**src/rtl/osrv_pkg.sv**
```systemverilog
package osrv_pkg;
    typedef enum logic [1:0] {
        SV_MANUAL = 2'd0,
        SV_ARM    = 2'd1,
        SV_TRACK  = 2'd2
    } srv_state_t;
endpackage

```
**src/rtl/osrv_mode_fsm.sv**
```systemverilog
module osrv_mode_fsm
    import osrv_pkg::*;
(
    input  logic clk,
    input  logic rst_n,
    input  logic sel_auto,
    output logic preload,
    output logic track
);
    srv_state_t state_q, state_d;

    // state register
    always_ff @(posedge clk) begin
        if (!rst_n) state_q <= SV_MANUAL;
        else        state_q <= state_d;
    end

    // next-state logic
    always_comb begin
        state_d = state_q;
        unique case (state_q)
            SV_MANUAL: if (sel_auto)  state_d = SV_ARM;
            SV_ARM:    state_d = sel_auto ? SV_TRACK : SV_MANUAL;
            SV_TRACK:  if (!sel_auto) state_d = SV_MANUAL;
            default:   state_d = SV_MANUAL;
        endcase
    end

    // outputs
    always_comb begin
        preload = 1'b1;
        track   = 1'b0;
        unique case (state_q)
            SV_MANUAL, SV_ARM: begin preload = 1'b1; track = 1'b0; end
            SV_TRACK:          begin preload = 1'b0; track = 1'b1; end
            default:           begin preload = 1'b1; track = 1'b0; end
        endcase
    end

    // servo entry always passes through ARM from MANUAL
    p_arm_from_manual_r7: assert property (@(posedge clk) disable iff (!rst_n)
        (state_q == SV_ARM) |-> ($past(state_q) == SV_MANUAL));

    // TRACK is only held while the select was high
    p_track_needs_sel_r8: assert property (@(posedge clk) disable iff (!rst_n)
        (state_q == SV_TRACK) |-> $past(sel_auto));
endmodule

```
**src/rtl/osrv_accum.sv**
```systemverilog
module osrv_accum #(
    parameter int INT_W  = 12,
    parameter int FRAC_W = 16,
    parameter int SH_W   = 4
) (
    input  logic             clk,
    input  logic             rst_n,
    input  logic             load,
    input  logic [INT_W-1:0] load_val,
    input  logic             step_en,
    input  logic             step_up,
    input  logic [SH_W-1:0]  shift,
    output logic [INT_W-1:0] acc_nxt_int
);
    localparam int ACC_W = INT_W + FRAC_W;
    localparam logic [ACC_W-1:0] ACC_MAX = '1;
    localparam logic [ACC_W-1:0] ONE     = {{(ACC_W-1){1'b0}}, 1'b1};

    logic [ACC_W-1:0] acc_q, acc_d, step, dn_sat, up_sat;
    logic [ACC_W:0]   up_sum;

    always_comb begin
        if (int'(shift) >= FRAC_W) step = ONE;
        else                       step = ONE << (FRAC_W - int'(shift));
    end

    always_comb begin
        up_sum = {1'b0, acc_q} + {1'b0, step};
        up_sat = up_sum[ACC_W] ? ACC_MAX : up_sum[ACC_W-1:0];
        dn_sat = (acc_q < step) ? '0 : (acc_q - step);
        if (load)         acc_d = {load_val, {FRAC_W{1'b0}}};
        else if (step_en) acc_d = step_up ? up_sat : dn_sat;
        else              acc_d = acc_q;
    end

    always_ff @(posedge clk) begin
        if (!rst_n) acc_q <= {load_val, {FRAC_W{1'b0}}};
        else        acc_q <= acc_d;
    end

    assign acc_nxt_int = acc_d[ACC_W-1:FRAC_W];

    // no strobe, no load -> accumulator holds
    p_hold_r5: assert property (@(posedge clk) disable iff (!rst_n)
        (!load && !step_en) |=> $stable(acc_q));

    // saturation at both ends
    p_ceiling_r6: assert property (@(posedge clk) disable iff (!rst_n)
        (!load && step_en && step_up && acc_q == ACC_MAX) |=> (acc_q == ACC_MAX));
    p_floor_r6: assert property (@(posedge clk) disable iff (!rst_n)
        (!load && step_en && !step_up && acc_q == '0) |=> (acc_q == '0));

    // unsaturated upward step adds exactly one step
    p_step_size_r4: assert property (@(posedge clk) disable iff (!rst_n)
        (!load && step_en && step_up && (acc_q <= ACC_MAX - step))
        |=> (acc_q == $past(acc_q + step)));
endmodule

```
**src/rtl/offset_servo.sv**
```systemverilog
module offset_servo #(
    parameter int DAC_W  = 12,
    parameter int FRAC_W = 16,
    parameter int SH_W   = 4
) (
    input  logic             clk,
    input  logic             rst_n,
    input  logic             sel_auto,
    input  logic [DAC_W-1:0] manual_code,
    input  logic [SH_W-1:0]  tc_shift,
    input  logic             mod_strobe,
    input  logic             mod_bit,
    output logic [DAC_W-1:0] dac_code
);
    logic             preload, track;
    logic [DAC_W-1:0] nxt_int;

    osrv_mode_fsm u_fsm (
        .clk      (clk),
        .rst_n    (rst_n),
        .sel_auto (sel_auto),
        .preload  (preload),
        .track    (track)
    );

    osrv_accum #(.INT_W(DAC_W), .FRAC_W(FRAC_W), .SH_W(SH_W)) u_acc (
        .clk         (clk),
        .rst_n       (rst_n),
        .load        (preload),
        .load_val    (manual_code),
        .step_en     (track & mod_strobe),
        .step_up     (mod_bit),
        .shift       (tc_shift),
        .acc_nxt_int (nxt_int)
    );

    always_ff @(posedge clk) begin
        if (!rst_n)     dac_code <= manual_code;
        else if (track) dac_code <= nxt_int;
        else            dac_code <= manual_code;
    end

    // outside TRACK the DAC follows the configured code one edge later
    p_manual_drive_r2: assert property (@(posedge clk) disable iff (!rst_n)
        (!track) |=> (dac_code == $past(manual_code)));

    // in TRACK with no strobe the DAC code is held
    p_idle_hold_r5: assert property (@(posedge clk) disable iff (!rst_n)
        (track && !mod_strobe) |=> $stable(dac_code));
endmodule

```
**config.mk**
```make
export PLATFORM = sky130hd
export DESIGN_NAME = offset_servo
export DESIGN_NICKNAME = d
export VERILOG_FILES = /design/src/rtl/osrv_pkg.sv /design/src/rtl/osrv_mode_fsm.sv /design/src/rtl/osrv_accum.sv /design/src/rtl/offset_servo.sv
export SDC_FILE = /design/constraint.sdc
export NUM_CORES = 1
export LEC_CHECK = 0
export ABC_AREA = 1
export BUFFER_PORTS_ARGS = -buffer_cell sky130_fd_sc_hd__buf_4
export CORE_MARGIN = 2
export CORE_UTILIZATION = 55
export DETAILED_ROUTE_END_ITERATION = 12
export GPL_ROUTABILITY_DRIVEN = 1
export PLACE_DENSITY_LB_ADDON = 0.25
export SYNTH_ARGS = -nofsm -noshare
export SYNTH_HDL_FRONTEND = slang
export SYNTH_HIERARCHICAL = 1
export SYNTH_SLANG_ARGS = --single-unit
```
**constraint.sdc**
```tcl
create_clock -name clk -period 4.3 [get_ports clk]
set_input_delay 0.43 -clock clk [delete_from_list [all_inputs] [get_ports clk]]
set_output_delay 0.43 -clock clk [all_outputs]
set_load 0.1 [all_outputs]
```
==> run metrics <==
kind of critical path input port to flip-flop; crit path max fanout 11; final setup skew roughly 4.4 ps; clk buf depth 2; Finish-stage setup viols 0; Final period util 0.7424; Critical Path AT 3390 ps; crit path capture type flip-flop; PwrDens 197.1 mW/mm^2; number of setup buffers added after CTS 0; post-CTS resize count 0; cts bufs inserted 5; Die X ~110 um; global route overflow 0; status completed; final WL 21,350 um; yosys warns 6; area grow syn2layout 6.987%; ys flop type dfxtp_1; Slew Limit Fails 0; post-synthesis sequential area ratio 0.1283; vias 7,514; max-cap violations 0; Die Footprint 0.01281 sq mm; Slew @ Worst Pin 752.1 ps; unrepaired setup endpoints after global routing no; largest net degree at the start of global routing 43; commonest non-fill, non-tap cell in the layout nand2_1; Leak 0.004134 uW; #FFs+latches synth between 40 and 50; Sequential Area 840.8 sq um; clock slew at reported path FFs 60 ps; fillers around 1,200; design area 0.007012 sq mm; vias in the first global route about 7,000; Post-synth ARST share 0; starting density of the core 0.5691; Synth Instances 1,212; clk sinks 42; Skew-Pair Late Insertion Delay 300 ps; DRT antenna net count 0; layout cells sized above 1 0.07154; mapped cell area 0.006554 sq mm; Die Height 113.2 um; Final min period 3193 ps; drt initial violations 687; Fin Setup TNS 0 ps; DR WL/cell 15.39 um; gr usage total 0.3425; I/O pin cnt 33; Hold Crit Class input port to flip-flop; syn avg cell area 5.407 sq um; Multi-input gate area about 0.0048 sq mm; Max IR drop VDD 234.6 uV; DR vias/cell 5.417; Placed Area 0.006875 sq mm; I/O Buffers 32; Slew Limit Headroom 0.4986; CTS tree built; htree depth 2; Final Wtd Congestion 1.006; most frequent cells in the layout nand2_1 (392), inv_1 (208), nor2_1 (152); required time worst endpoint between 4000 and 5000 ps; Core ar. 0.01152 sq mm; Fin. Hold Viols 0; DRC violations left 0; root buffer cell clkbuf_16; dpl hpwl 17,290 um; crit path launch type input port; CTS Hold Bufs 0; antenna diode count 0; total power 1382 uW; DR pass1 iterations 6; Total Nets Final 1,328; fmax 313.2 MHz; Synth cell types 40; EDFF count, synth 0; initial antenna violation count 0; # rows 39; first-pass GRT wire length 34,760 um
area by class of cell:
class                      count  area share
multi-input combinational    944      0.6815
sequential                    42      0.1199
clock buffer                   6     0.01838
inverter                     215      0.1151
clock inverter                 1    0.001071
timing repair buffer          36     0.03854
tap                          143     0.02552
report_power, final:
group          internal [uW]  switching (uW)  total (uW)
sequential               405            13.6         419
clock                    213             172         384
combinational            170             409         579
flip-flops by register name (all words and copies together), names as in the netlist:
| signal | cells |
|---|---|
| u_acc/acc_q | 28 |
| dac_code | 12 |
| u_fsm/state_q | 2 |
Yosys cell counts (2+ instances only):
library cell | instances | area, sq um
nand2_1 | 392 | 1471
inv_1 | 208 | 780.8
nor2_1 | 152 | 570.6
nand3_1 | 115 | 575.6
ha_1 | 61 | 763.2
a21oi_1 | 49 | 245.2
dfxtp_1 | 42 | 840.8
o21ai_0 | 28 | 140.1
xor2_1 | 19 | 166.4
nand4_1 | 15 | 93.84
clkbuf_1 | 12 | 45.04
o21bai_1 | 12 | 90.09
buf_4 | 11 | 82.58
o211ai_1 | 11 | 82.58
or2_2 | 11 | 68.82
nand2_2 | 10 | 62.56
nor2_2 | 8 | 50.05
buf_2 | 6 | 30.03
nor3_1 | 6 | 30.03
buf_6 | 5 | 56.30
inv_2 | 5 | 18.77
nand3_2 | 5 | 50.05
o21ai_1 | 4 | 20.02
a21o_1 | 3 | 22.52
a21oi_2 | 3 | 26.28
clkinv_1 | 2 | 7.510
conb_1 | 2 | 7.510
fa_1 | 2 | 40.04
nand3b_1 | 2 | 15.01
kinds of logic (layout without fill, tap and decap cells):
| group | count (synthesis) | in the layout | synth area share |
|---|---|---|---|
| AOI/OAI and AO/OA | 113 | 113 | 0.1004 |
| and+or+nand+nor | 723 | 723 | 0.4651 |
| adders and majority gates | 63 | 63 | 0.1226 |
| DFF | 42 | 42 | 0.1283 |
| other | 2 | 25 | 0.001146 |
| xor gates and xnor gates | 20 | 20 | 0.02673 |
| buffers and inverters | 249 | 258 | 0.1558 |
worst paths after layout:
path                         from              to  slack [ps]  cells past startpoint
setup / recovery      tc_shift[1]     dac_code[8]        1110                     22
hold / removal     manual_code[3]     dac_code[3]         330                      3
setup reg to reg  u_acc/acc_q[25]    dac_code[10]        1310                     13
hold reg to reg    u_acc/acc_q[0]  u_acc/acc_q[0]         510                      2
critical path, stage by stage:
cell,delay (ps)
buf_4,120
inv_1,60
nand2_1,70
nor2_1,90
inv_1,60
nor2_1,200
inv_1,70
ha_1,480
nand2_1,160
and2_4,200
nand2_1,70
nand3_2,120
nand2_2,110
inv_2,40
nor2_2,380
nand3_1,180
nand2_1,120
nand3_1,110
nand3_1,120
nand2_1,60
nand3_1,80
nand2_1,50
metal layers:
| metal | vias up | track usage | share of wire |
|---|---|---|---|
| met2 | 324 | 0.5417 | 0.43 |
| met4 | 0 | 0.08455 | 0.016 |
| met5 | - | 0.007843 | 0 |
| met1 | 3394 | 0.4801 | 0.46 |
| met3 | 31 | 0.06535 | 0.097 |
| li1 | 3765 | - | - |
metrics by stage:
stage	instances	utilization	hold WS [ps]	setup WS (ps)
after detailed placement	1380	0.5970	499.6	859.3
after CTS	1387	0.6089	330.9	1164
after global placement	1380	0.5970	498.5	870.5
after floorplan	1235	-	476.7	1381
final	1387	0.6089	333.8	1108
after global routing	1387	0.6089	341.1	800.3
(Power assumes the default switching activity.)
